`src/rtl/pfs_pkg.sv`:
```
package pfs_pkg;

    localparam int NSUP = 3;

    typedef enum int {
        SUP_HV = 0,
        SUP_GD = 1,
        SUP_LG = 2
    } sup_idx_e;

    // Supplies whose flags are glitch filtered (gate-drive and logic rails).
    localparam logic [NSUP-1:0] SUP_FILT_MASK = 3'b110;

    typedef struct packed {
        logic warn;
        logic shut;
    } therm_t;

endpackage

```
`src/rtl/pfs_sync.sv`:
```
module pfs_sync #(
    parameter int W = 1
) (
    input  logic         clk,
    input  logic         rst_n,
    input  logic [W-1:0] din,
    output logic [W-1:0] dout
);
    typedef struct packed {
        logic [W-1:0] meta;
        logic [W-1:0] stab;
    } sync_t;

    sync_t st_d, st_q;

    always_comb begin
        st_d.meta = din;
        st_d.stab = st_q.meta;
    end

    always_ff @(posedge clk or negedge rst_n) begin
        if (!rst_n) st_q <= '0;
        else        st_q <= st_d;
    end

    assign dout = st_q.stab;
endmodule

```
`src/rtl/pfs_chan.sv`:
```
module pfs_chan #(
    parameter int IDLE_CYC = 1000
) (
    input  logic clk,
    input  logic rst_n,
    input  logic pdn_ok,
    input  logic pwm_s,
    input  logic oc_hi_s,
    output logic oc_lat
);
    localparam int CW = $clog2(IDLE_CYC + 1);
    localparam logic [CW-1:0] IDLE_LIM = CW'(IDLE_CYC);

    typedef struct packed {
        logic          lat;
        logic          pwm_prev;
        logic [CW-1:0] idle_cnt;
    } chan_t;

    chan_t st_d, st_q;
    logic  idle;

    assign idle = (st_q.idle_cnt == IDLE_LIM);

    always_comb begin
        st_d          = st_q;
        st_d.pwm_prev = pwm_s;
        if (pwm_s != st_q.pwm_prev)
            st_d.idle_cnt = '0;
        else if (!idle)
            st_d.idle_cnt = st_q.idle_cnt + CW'(1);

        if (!pdn_ok)
            st_d.lat = 1'b0;
        else if (oc_hi_s)
            st_d.lat = 1'b1;
        else if (idle)
            st_d.lat = 1'b0;
    end

    always_ff @(posedge clk or negedge rst_n) begin
        if (!rst_n) st_q <= '0;
        else        st_q <= st_d;
    end

    assign oc_lat = st_q.lat;

    AST_HI_TRIP_LATCHES: assert property (@(posedge clk) disable iff (!rst_n)
        (pdn_ok && oc_hi_s) |=> oc_lat);

    AST_CLEAR_NEEDS_IDLE: assert property (@(posedge clk) disable iff (!rst_n)
        $fell(oc_lat) |-> ($past(!pdn_ok) || $past(!oc_hi_s && idle)));
endmodule

```
`src/rtl/pfs_supmon.sv`:
```
module pfs_supmon
    import pfs_pkg::*;
#(
    parameter int GLITCH_CYC = 5,
    parameter int STABLE_CYC = 64
) (
    input  logic            clk,
    input  logic            rst_n,
    input  logic [NSUP-1:0] flags_s,
    output logic            sup_ok
);
    localparam int GW = $clog2(GLITCH_CYC + 1);
    localparam int SW = $clog2(STABLE_CYC + 1);
    localparam logic [GW-1:0] G_LIM = GW'(GLITCH_CYC);
    localparam logic [SW-1:0] S_LIM = SW'(STABLE_CYC);

    typedef struct packed {
        logic [NSUP-1:0][GW-1:0] low_cnt;
        logic [SW-1:0]           good_cnt;
    } sup_t;

    sup_t            st_d, st_q;
    logic [NSUP-1:0] flt;

    for (genvar i = 0; i < NSUP; i++) begin : g_flt
        if (SUP_FILT_MASK[i]) begin : g_filtered
            assign flt[i] = (st_q.low_cnt[i] == G_LIM);

            AST_FILT_AFTER_LOW: assert property (@(posedge clk) disable iff (!rst_n)
                flt[i] |-> $past(!flags_s[i]));
        end else begin : g_direct
            assign flt[i] = !flags_s[i] || (st_q.low_cnt[i] == G_LIM);
        end
    end

    always_comb begin
        st_d = st_q;
        for (int i = 0; i < NSUP; i++) begin
            if (flags_s[i])
                st_d.low_cnt[i] = '0;
            else if (st_q.low_cnt[i] != G_LIM)
                st_d.low_cnt[i] = st_q.low_cnt[i] + GW'(1);
        end
        if (|flt)
            st_d.good_cnt = '0;
        else if (st_q.good_cnt != S_LIM)
            st_d.good_cnt = st_q.good_cnt + SW'(1);
    end

    always_ff @(posedge clk or negedge rst_n) begin
        if (!rst_n) st_q <= '0;
        else        st_q <= st_d;
    end

    assign sup_ok = (st_q.good_cnt == S_LIM);

    AST_OK_AFTER_GOOD: assert property (@(posedge clk) disable iff (!rst_n)
        sup_ok |-> !$past(|flt));
endmodule

```
`src/rtl/pfs_therm.sv`:
```
module pfs_therm
    import pfs_pkg::*;
#(
    parameter int TW       = 8,
    parameter int WARN_ON  = 125,
    parameter int WARN_HYS = 20,
    parameter int SHUT_ON  = 140,
    parameter int SHUT_HYS = 30
) (
    input  logic          clk,
    input  logic          rst_n,
    input  logic [TW-1:0] temp_s,
    output logic          warn,
    output logic          shut
);
    localparam logic [TW-1:0] W_SET = TW'(WARN_ON);
    localparam logic [TW-1:0] W_CLR = TW'(WARN_ON - WARN_HYS);
    localparam logic [TW-1:0] S_SET = TW'(SHUT_ON);
    localparam logic [TW-1:0] S_CLR = TW'(SHUT_ON - SHUT_HYS);

    therm_t st_d, st_q;

    always_comb begin
        st_d = st_q;
        if (temp_s >= W_SET)      st_d.warn = 1'b1;
        else if (temp_s <= W_CLR) st_d.warn = 1'b0;
        if (temp_s >= S_SET)      st_d.shut = 1'b1;
        else if (temp_s <= S_CLR) st_d.shut = 1'b0;
    end

    always_ff @(posedge clk or negedge rst_n) begin
        if (!rst_n) st_q <= '0;
        else        st_q <= st_d;
    end

    assign warn = st_q.warn;
    assign shut = st_q.shut;

    AST_WARN_AT_TRIP: assert property (@(posedge clk) disable iff (!rst_n)
        (temp_s >= W_SET) |=> warn);

    AST_SHUT_HAS_WARN: assert property (@(posedge clk) disable iff (!rst_n)
        shut |-> warn);
endmodule

```
`src/rtl/pstage_fault_sup.sv`:
```
module pstage_fault_sup
    import pfs_pkg::*;
#(
    parameter int NCH        = 4,
    parameter int TEMP_W     = 8,
    parameter int WARN_ON    = 125,
    parameter int WARN_HYS   = 20,
    parameter int SHUT_ON    = 140,
    parameter int SHUT_HYS   = 30,
    parameter int IDLE_CYC   = 1000,
    parameter int GLITCH_CYC = 5,
    parameter int STABLE_CYC = 64
) (
    input  logic              clk,
    input  logic              rst_n,
    input  logic              pdn_n,
    input  logic [NCH-1:0]    pwm_in,
    input  logic [NCH-1:0]    oc_lo,
    input  logic [NCH-1:0]    oc_hi,
    input  logic              hv_ok,
    input  logic              gd_ok,
    input  logic              lg_ok,
    input  logic [TEMP_W-1:0] temp_c,
    output logic [NCH-1:0]    out_en,
    output logic [NCH-1:0]    err_pd,
    output logic              otw_pd
);
    localparam int SYW = 3 * NCH + NSUP + 1;

    typedef struct packed {
        logic [NCH-1:0] en;
        logic [NCH-1:0] err;
        logic           otw;
    } out_t;

    logic [SYW-1:0]    sy_in, sy_out;
    logic [NCH-1:0]    pwm_s, lo_s, hi_s, lat;
    logic [NSUP-1:0]   sup_s, sup_raw;
    logic              pdn_s, sup_ok, warn, shut, gflt;
    logic [TEMP_W-1:0] temp_s;
    out_t              out_d, out_q;

    always_comb begin
        sup_raw         = '0;
        sup_raw[SUP_HV] = hv_ok;
        sup_raw[SUP_GD] = gd_ok;
        sup_raw[SUP_LG] = lg_ok;
    end

    assign sy_in = {pwm_in, oc_lo, oc_hi, sup_raw, pdn_n};
    assign {pwm_s, lo_s, hi_s, sup_s, pdn_s} = sy_out;

    pfs_sync #(.W(SYW)) u_sync_flags (
        .clk(clk), .rst_n(rst_n), .din(sy_in), .dout(sy_out)
    );

    pfs_sync #(.W(TEMP_W)) u_sync_temp (
        .clk(clk), .rst_n(rst_n), .din(temp_c), .dout(temp_s)
    );

    for (genvar c = 0; c < NCH; c++) begin : g_chan
        pfs_chan #(.IDLE_CYC(IDLE_CYC)) u_chan (
            .clk(clk), .rst_n(rst_n), .pdn_ok(pdn_s),
            .pwm_s(pwm_s[c]), .oc_hi_s(hi_s[c]), .oc_lat(lat[c])
        );
    end

    pfs_supmon #(.GLITCH_CYC(GLITCH_CYC), .STABLE_CYC(STABLE_CYC)) u_supmon (
        .clk(clk), .rst_n(rst_n), .flags_s(sup_s), .sup_ok(sup_ok)
    );

    pfs_therm #(
        .TW(TEMP_W), .WARN_ON(WARN_ON), .WARN_HYS(WARN_HYS),
        .SHUT_ON(SHUT_ON), .SHUT_HYS(SHUT_HYS)
    ) u_therm (
        .clk(clk), .rst_n(rst_n), .temp_s(temp_s), .warn(warn), .shut(shut)
    );

    assign gflt = shut || !sup_ok;

    always_comb begin
        out_d.en  = (pdn_s && !gflt) ? ~lat : '0;
        out_d.err = gflt ? '1 : (lat | lo_s);
        out_d.otw = warn || shut;
    end

    always_ff @(posedge clk or negedge rst_n) begin
        if (!rst_n) out_q <= '{en: '0, err: '1, otw: 1'b0};
        else        out_q <= out_d;
    end

    assign out_en = out_q.en;
    assign err_pd = out_q.err;
    assign otw_pd = out_q.otw;

    AST_PDN_MUTES: assert property (@(posedge clk) disable iff (!rst_n)
        !pdn_s |=> (out_en == '0));

    AST_GLOBAL_FAULT_ALL_ERR: assert property (@(posedge clk) disable iff (!rst_n)
        gflt |=> (&err_pd && out_en == '0));
endmodule

```
`config.mk`:
```
export PLATFORM = sky130hd
export DESIGN_NAME = pstage_fault_sup
export DESIGN_NICKNAME = d
export VERILOG_FILES = /design/src/rtl/pfs_pkg.sv /design/src/rtl/pfs_sync.sv /design/src/rtl/pfs_chan.sv /design/src/rtl/pfs_supmon.sv /design/src/rtl/pfs_therm.sv /design/src/rtl/pstage_fault_sup.sv
export SDC_FILE = /design/constraint.sdc
export NUM_CORES = 1
export LEC_CHECK = 0
export ABC_AREA = 1
export CAP_MARGIN = 0
export CORE_UTILIZATION = 58
export DETAILED_ROUTE_END_ITERATION = 8
export PLACE_DENSITY = 0.76
export SYNTH_ARGS = -nofsm -noshare
export SYNTH_HDL_FRONTEND = slang
export SYNTH_SLANG_ARGS = --single-unit
```
`constraint.sdc`:
```
create_clock -name clk -period 2.1 [get_ports clk]
set_input_delay 0.21 -clock clk [delete_from_list [all_inputs] [get_ports clk]]
set_output_delay 0.21 -clock clk [all_outputs]
set_load 0.05 [all_outputs]
```
==> metrics.csv, run 1 <==
stage,metric,value,unit
timing,finalSetupTns,0,ns
cts,cts_tree,built,
power_and_ir_drop,power_leakage,0.00301,uW
timing,max_slew_margin,60.7,%
place,post-place-ws,0.598,ns
drt,drc,0,
floorplanning,die_area,9340,um2
worst_setup_path,path_cells,clkdlybuf4s50_1,
drt,wl_per_cell,12.8,um
worst_setup_path,cp.arrival,1.81,ns
cts,clk_pin_slew,0.06,ns
drt,wl,9160,um
yosys,syn_avg_cell_area,9.67,um2
grt,grt_pass1_vias,3753,
hold_path,holdPathStages,1,
floorplanning,die_h,96.6,um
timing,skew,0.00744,ns
place,place_congestion,0.854,
drt,postRouteAntennaNets,0,
cts,cts.path.max_buffers,2,
final_layout,drive_above_1_share,11.7,%
power_and_ir_drop,ir_worst_vdd,0.746,mV
worst_setup_path,rr_worst_depth,8,
yosys,synth_cell_type_count,29,
worst_setup_path,end_kind,output port,
cts,cts-resized-gates,0,
cts,clkLatencyLatePin,0.51,ns
yosys,yosysSeqAreaShare,59.4,%
yosys,ys.flop_type,dfrtp_1,
yosys,yosys.area.top_type,dfrtp_1,
floorplanning,start_util,59.8,%
yosys,async_reset_ff_share,100,%
timing,fmax,494,MHz
floorplanning,ios,35,
final_layout,fill_cells,588,
place,hpwl,6060,um
timing,fin_ws,0.0751,ns
yosys,netlist_area,5190,um2
run_status,status,"complete, no violations",
yosys,synth_top_area_share,57.3,%
final_layout,regArea,3080,um2
yosys,synth_warnings,0,
timing,worst_pin_slew,0.589,ns
worst_setup_path,cp_max_fo,1,
worst_setup_path,cp-start-kind,register,
drt,vias,3675,
yosys,ys_top_cells_by_area,"dfrtp_1, nand2_1, inv_1",
yosys,syn-instance-count,537,
cts,cts-buffers-inserted,17,
cts,cts.sinks,123,
worst_setup_path,critPathTopFamily,buffers and inverters,
drt,via_per_inst,5.13,
yosys,synth-seq-cells,123,
grt,grt_max_degree,46,
timing,setup_viol,0,
place,numPortBuffers,34,
worst_setup_path,worstPathRequired,1.89,ns
final_layout,multiInputGateArea,1830,um2
floorplanning,num_rows,34,
worst_setup_path,cp.depth,1,
timing,layout_worst_path_cycle_share,96.4,%
drt,drt_iter0_markers,163,
final_layout,nets,637,
timing,hold_viol,0,
timing,slew_violations,0,
power_and_ir_drop,cellPowerDensity,931,nW/um2
cts,cts-root-buf,clkbuf_8,
grt,antenna_found_initial,0,
worst_setup_path,worstSetupPathType,reg -> out,
floorplanning,core-area,8680,um2
cts,post-cts-setup-buffer-count,0,
worst_setup_path,critPathSlowestCell,clkdlybuf4s50_1,
grt,overflow,0,
grt,grt_pass1_wl,16300,um
final_layout,n_antenna_cell,0,
worst_setup_path,path_buf_inv,1,
timing,grt_setup_unrepaired,no,
yosys,synth-edff-count,0,
worst_setup_path,crit_path_max_incr_delay,0.79,ns
final_layout,area_growth,21.4,%
floorplanning,dieWidth,96.6,um
yosys,syn_nets,579,
drt,first_pass_iters,4,
cts,cts_hold_buf,1,
timing,min_period,2.02,ns
hold_path,hold_path_class,in -> reg,
grt,grt.total_usage,22.1,%
cts,cts_max_level,4,
run,maxCapViolCount,0,
==> cell type report <==
type | instances | area share [%]
Clock buffer | 20 | 6.74
Clock inverter | 12 | 2.34
Inverter | 74 | 4.42
Multi-Input combinational cell | 339 | 29.0
Sequential cell | 123 | 48.9
Tap cell | 108 | 2.14
Timing Repair Buffer | 40 | 6.51
==> where the power goes <==
| part | total, uW | switching [uW] | leakage [uW] | internal [uW] |
|---|---|---|---|---|
| Clock | 2820 | 1020 | 0.000279 | 1800 |
| Combinational | 431 | 239 | 0.00118 | 192 |
| Sequential | 2620 | 118 | 0.00155 | 2500 |
==> metal layers <==
metal / track usage, % / wire length [um] / share of wire (%)
met5: 0 / 0 / 0
met4: 11.0 / 187 / 2.0
met3: 6.72 / 325 / 3.5
met2: 36.2 / 4780 / 52
met1: 26.6 / 3870 / 42
==> through the flow <==
stage / power (uW) / util [%] / hold WS (ns) / area, um2 / cells
after floorplan: 2900 / - / -0.0856 / 5190 / 537
after global placement: 3060 / 66.0 / 0.248 / 5720 / 683
after detailed placement: 3080 / 66.0 / 0.247 / 5720 / 683
after CTS: 5920 / 72.7 / 0.117 / 6310 / 716
after global routing: 6120 / 72.7 / 0.115 / 6310 / 716
final: 5870 / 72.7 / 0.132 / 6310 / 716
==> flip-flops by register name, summed over array words and instances, names as in the netlist <==
register and count:
u_therm.warn 1, u_sync_temp.dout 8, u_sync_flags.dout 16, u_supmon.st_q 16, g_chan.u_chan.oc_lat 4, err_pd 4
u_sync_temp.st_d 8, u_therm.shut 1, g_chan.u_chan.st_q 44, otw_pd 1, u_sync_flags.st_d 16, out_en 4
==> cells in the final DEF (no fill, tap or decap), types with 2 or more instances in the layout <==
master	n
a211oi_1	3
a21oi_1	26
buf_12	2
buf_4	4
bufinv_16	3
clkbuf_1	3
clkbuf_16	16
clkdlybuf4s50_1	33
clkinv_2	6
clkinvlp_4	2
dfrtp_1	119
dfstp_2	4
ha_1	16
inv_1	70
inv_2	3
nand2_1	108
nand2_2	3
nand3_1	48
nand3_2	3
nand3b_1	5
nand4_1	10
nor2_1	66
nor2_2	10
nor2_4	5
nor3_1	5
o21ai_0	9
or2_2	2
xnor2_1	8
xnor2_4	2
xor2_1	5
==> synth_stat cells, drive strengths merged, types with 2 or more instances <==
library cell,instances
dfrtp,119
a21oi,26
nand2,112
o21ai,9
inv,73
xor2,5
or2,2
xnor2,11
nand4,10
nand3,51
nor3,5
a211oi,3
ha,16
nand3b,5
nor2,82
dfstp,4
==> cells by family (layout without fill, tap and decap cells) <==
kind of cell | count (synthesis) | after routing | share of synthesized area, %
xor+xnor | 16 | 16 | 3.57
buf+inv | 75 | 146 | 5.47
compound gates | 40 | 40 | 4.07
fa+ha+maj | 16 | 16 | 3.85
flops | 123 | 123 | 59.4
simple gates | 267 | 267 | 23.7
==> worst paths after layout <==
| kind | slack, ns | startpoint | to |
|---|---|---|---|
| worst max-delay path | 0.08 | err_pd[2] | err_pd[2] |
| worst min-delay path | 0.13 | pwm_in[2] | u_sync_flags.st_d[14] |
| worst max register to register | 0.69 | u_supmon.st_q[13] | u_supmon.st_q[0] |
| worst min register to register | 0.34 | u_sync_flags.st_d[3] | u_sync_flags.dout[3] |
| max in group asynchronous | 1.17 | rst_n | err_pd[3] |
| min in group asynchronous | 0.24 | rst_n | u_supmon.st_q[13] |
(Power assumes the default switching activity.)
==> run 2, diff against run 1 <==
==> constraint.sdc (replaced) <==
create_clock -name clk -period 2.1 [get_ports clk]
set_input_delay 0.21 -clock clk [delete_from_list [all_inputs] [get_ports clk]]
set_output_delay 0.21 -clock clk [all_outputs]
set_load 0.02 [all_outputs]
==> metrics.csv, run 2 (synthesis gave the netlist of run 1 again) <==
stage,metric,value,unit,change
place,hpwl,6270,um,+3.5%
cts,cts.sinks,123,,unchanged
timing,fmax,549,MHz,+11%
place,numPortBuffers,34,,unchanged
final_layout,area_growth,21.9,%,
drt,vias,3604,,-1.9%
timing,hold_viol,0,,unchanged
worst_setup_path,path_buf_inv,1,,unchanged
cts,clk_pin_slew,0.06,ns,about the same
drt,wl,9310,um,+1.5%
final_layout,fin_area,6330,um2,+0.34%
final_layout,drive_above_1_share,11.7,%,+0.019 points
drt,drt_iter0_markers,137,,-16%
power_and_ir_drop,ir_worst_vdd,0.626,mV,-16%
floorplanning,die_area,9340,um2,unchanged
cts,cts-root-buf,clkbuf_8,,
worst_setup_path,critPathTopFamily,buffers and inverters,,
floorplanning,die_h,96.6,um,unchanged
cts,cts_hold_buf,1,,unchanged
worst_setup_path,r2r_slack,0.68,ns,about the same
cts,cts_max_level,4,,unchanged
drt,postRouteAntennaNets,0,,unchanged
power_and_ir_drop,p_total,6040,uW,+2.9%
run,maxCapViolCount,0,,unchanged
drt,wl_per_cell,13.0,um,+1.7%
floorplanning,dieWidth,96.6,um,unchanged
worst_setup_path,worstPathRequired,1.89,ns,about the same
timing,layout_worst_path_cycle_share,86.8,%,-9.6 points
run_status,status,"complete, no violations",,
grt,grt_pass1_wl,16400,um,+0.59%
final_layout,nets,636,,-0.16%
place,dp.cells,682,,-0.15%
worst_setup_path,cp-start-kind,register,,
cts,cts_tree,built,,
worst_setup_path,critPathSlowestCell,clkdlybuf4s50_1,,
timing,finalSetupTns,0,ns,unchanged
worst_setup_path,path_cells,clkdlybuf4s50_1,,
drt,drc,0,,unchanged
worst_setup_path,cp-endpoint,err_pd[0],,
cts,cts.path.max_buffers,2,,unchanged
worst_setup_path,cp.arrival,1.61,ns,-0.20 ns
power_and_ir_drop,power_leakage,0.00301,uW,+0.17%
timing,worst_pin_slew,0.480,ns,-0.109 ns
worst_setup_path,reg2reg_from,u_supmon.st_q[10],,
worst_setup_path,r2r-end,u_supmon.st_q[1],,
cts,clkLatencyLatePin,0.51,ns,about the same
cts,cts-buffers-inserted,17,,unchanged
grt,antenna_found_initial,0,,unchanged
floorplanning,ios,35,,unchanged
floorplanning,core-area,8680,um2,unchanged
final_layout,largest_register_ffs,44,,unchanged
grt,grt_pass1_vias,3742,,-0.29%
timing,slew_violations,0,,unchanged
timing,skew,0.0108,ns,+0.00335 ns
place,placed_cell_area,5700,um2,-0.35%
drt,via_per_inst,5.04,,-1.8%
final_layout,layout_commonest_cell,dfrtp_1,,
timing,max_slew_margin,67.9,%,+7.2 points
floorplanning,num_rows,34,,unchanged
grt,grt_max_degree,55,,+20%
cts,cts-resized-gates,0,,unchanged
worst_setup_path,cp.depth,1,,unchanged
place,place_congestion,0.792,,-7.3%
final_layout,mostFrequentLayoutCells,"dfrtp_1, nand2_1, inv_1",,
worst_setup_path,end_kind,output port,,
drt,first_pass_iters,4,,unchanged
final_layout,final_util,72.9,%,+0.25 points
worst_setup_path,worstSetupPathType,reg -> out,,
worst_setup_path,crit_path_max_incr_delay,0.59,ns,-0.20 ns
final_layout,instances_no_fill,715,,-0.14%
grt,overflow,0,,unchanged
grt,grt.total_usage,22.2,%,+0.078 points
power_and_ir_drop,cellPowerDensity,954,nW/um2,+2.5%
hold_path,hold_path_class,in -> reg,,
worst_setup_path,cp_max_fo,1,,unchanged
timing,setup_viol,0,,unchanged
worst_setup_path,rr_worst_depth,8,,unchanged
final_layout,regMostFlops,g_chan.u_chan.st_q,,
worst_setup_path,critPathLaunch,err_pd[0],,
floorplanning,start_util,59.8,%,unchanged
timing,min_period,1.82,ns,-0.202 ns
timing,grt_setup_unrepaired,no,,
final_layout,n_antenna_cell,0,,unchanged
cts,post-cts-setup-buffer-count,0,,unchanged
-- run 2: cell type report --
| cell class | count | area (um2) |
|---|---|---|
| Fill cell | 600 | 2350 |
| Inverter | 74 | 279 |
| Tap cell | 108 | 135 |
| Multi-Input combinational cell | 339 | 1830 |
| Sequential cell | 123 | 3080 |
| Timing Repair Buffer | 39 | 390 |
| Clock inverter | 13 | 193 |
| Clock buffer | 19 | 422 |
-- run 2: how the worst min path moves through the flow --
stage	startpoint	end	slack, ns	depth (start not counted)
after floorplan	rst_n	g_chan[0].u_chan.oc_lat	-0.09	0
after CTS	pwm_in[0]	u_sync_flags.st_d[12]	0.11	1
after global routing	pwm_in[0]	u_sync_flags.st_d[12]	0.11	1
after detailed placement	rst_n	g_chan[0].u_chan.st_q[3]	0.20	1
after global placement	rst_n	u_sync_flags.dout[11]	0.19	1
final	pwm_in[2]	u_sync_flags.st_d[14]	0.13	1
-- run 2: layer usage --
metal / vias up / wire length, um / global-route usage, %
li1: 1813 / - / -
met1: 1731 / 4140 / 27.4
met2: 51 / 4800 / 37.6
met3: 9 / 264 / 5.20
met4: 0 / 99 / 9.07
met5: - / 0 / 0
-- run 2: power by group --
part | switching [uW] | internal [uW]
Combinational | 242 | 189
Clock | 1050 | 1940
Sequential | 119 | 2500
-- run 2: stage by stage --
step	worst slack [ns]	hold slack, ns
after floorplan	0.869	-0.0856
after global routing	0.241	0.112
after CTS	0.247	0.111
final	0.277	0.133
after detailed placement	0.725	0.197
after global placement	0.792	0.189
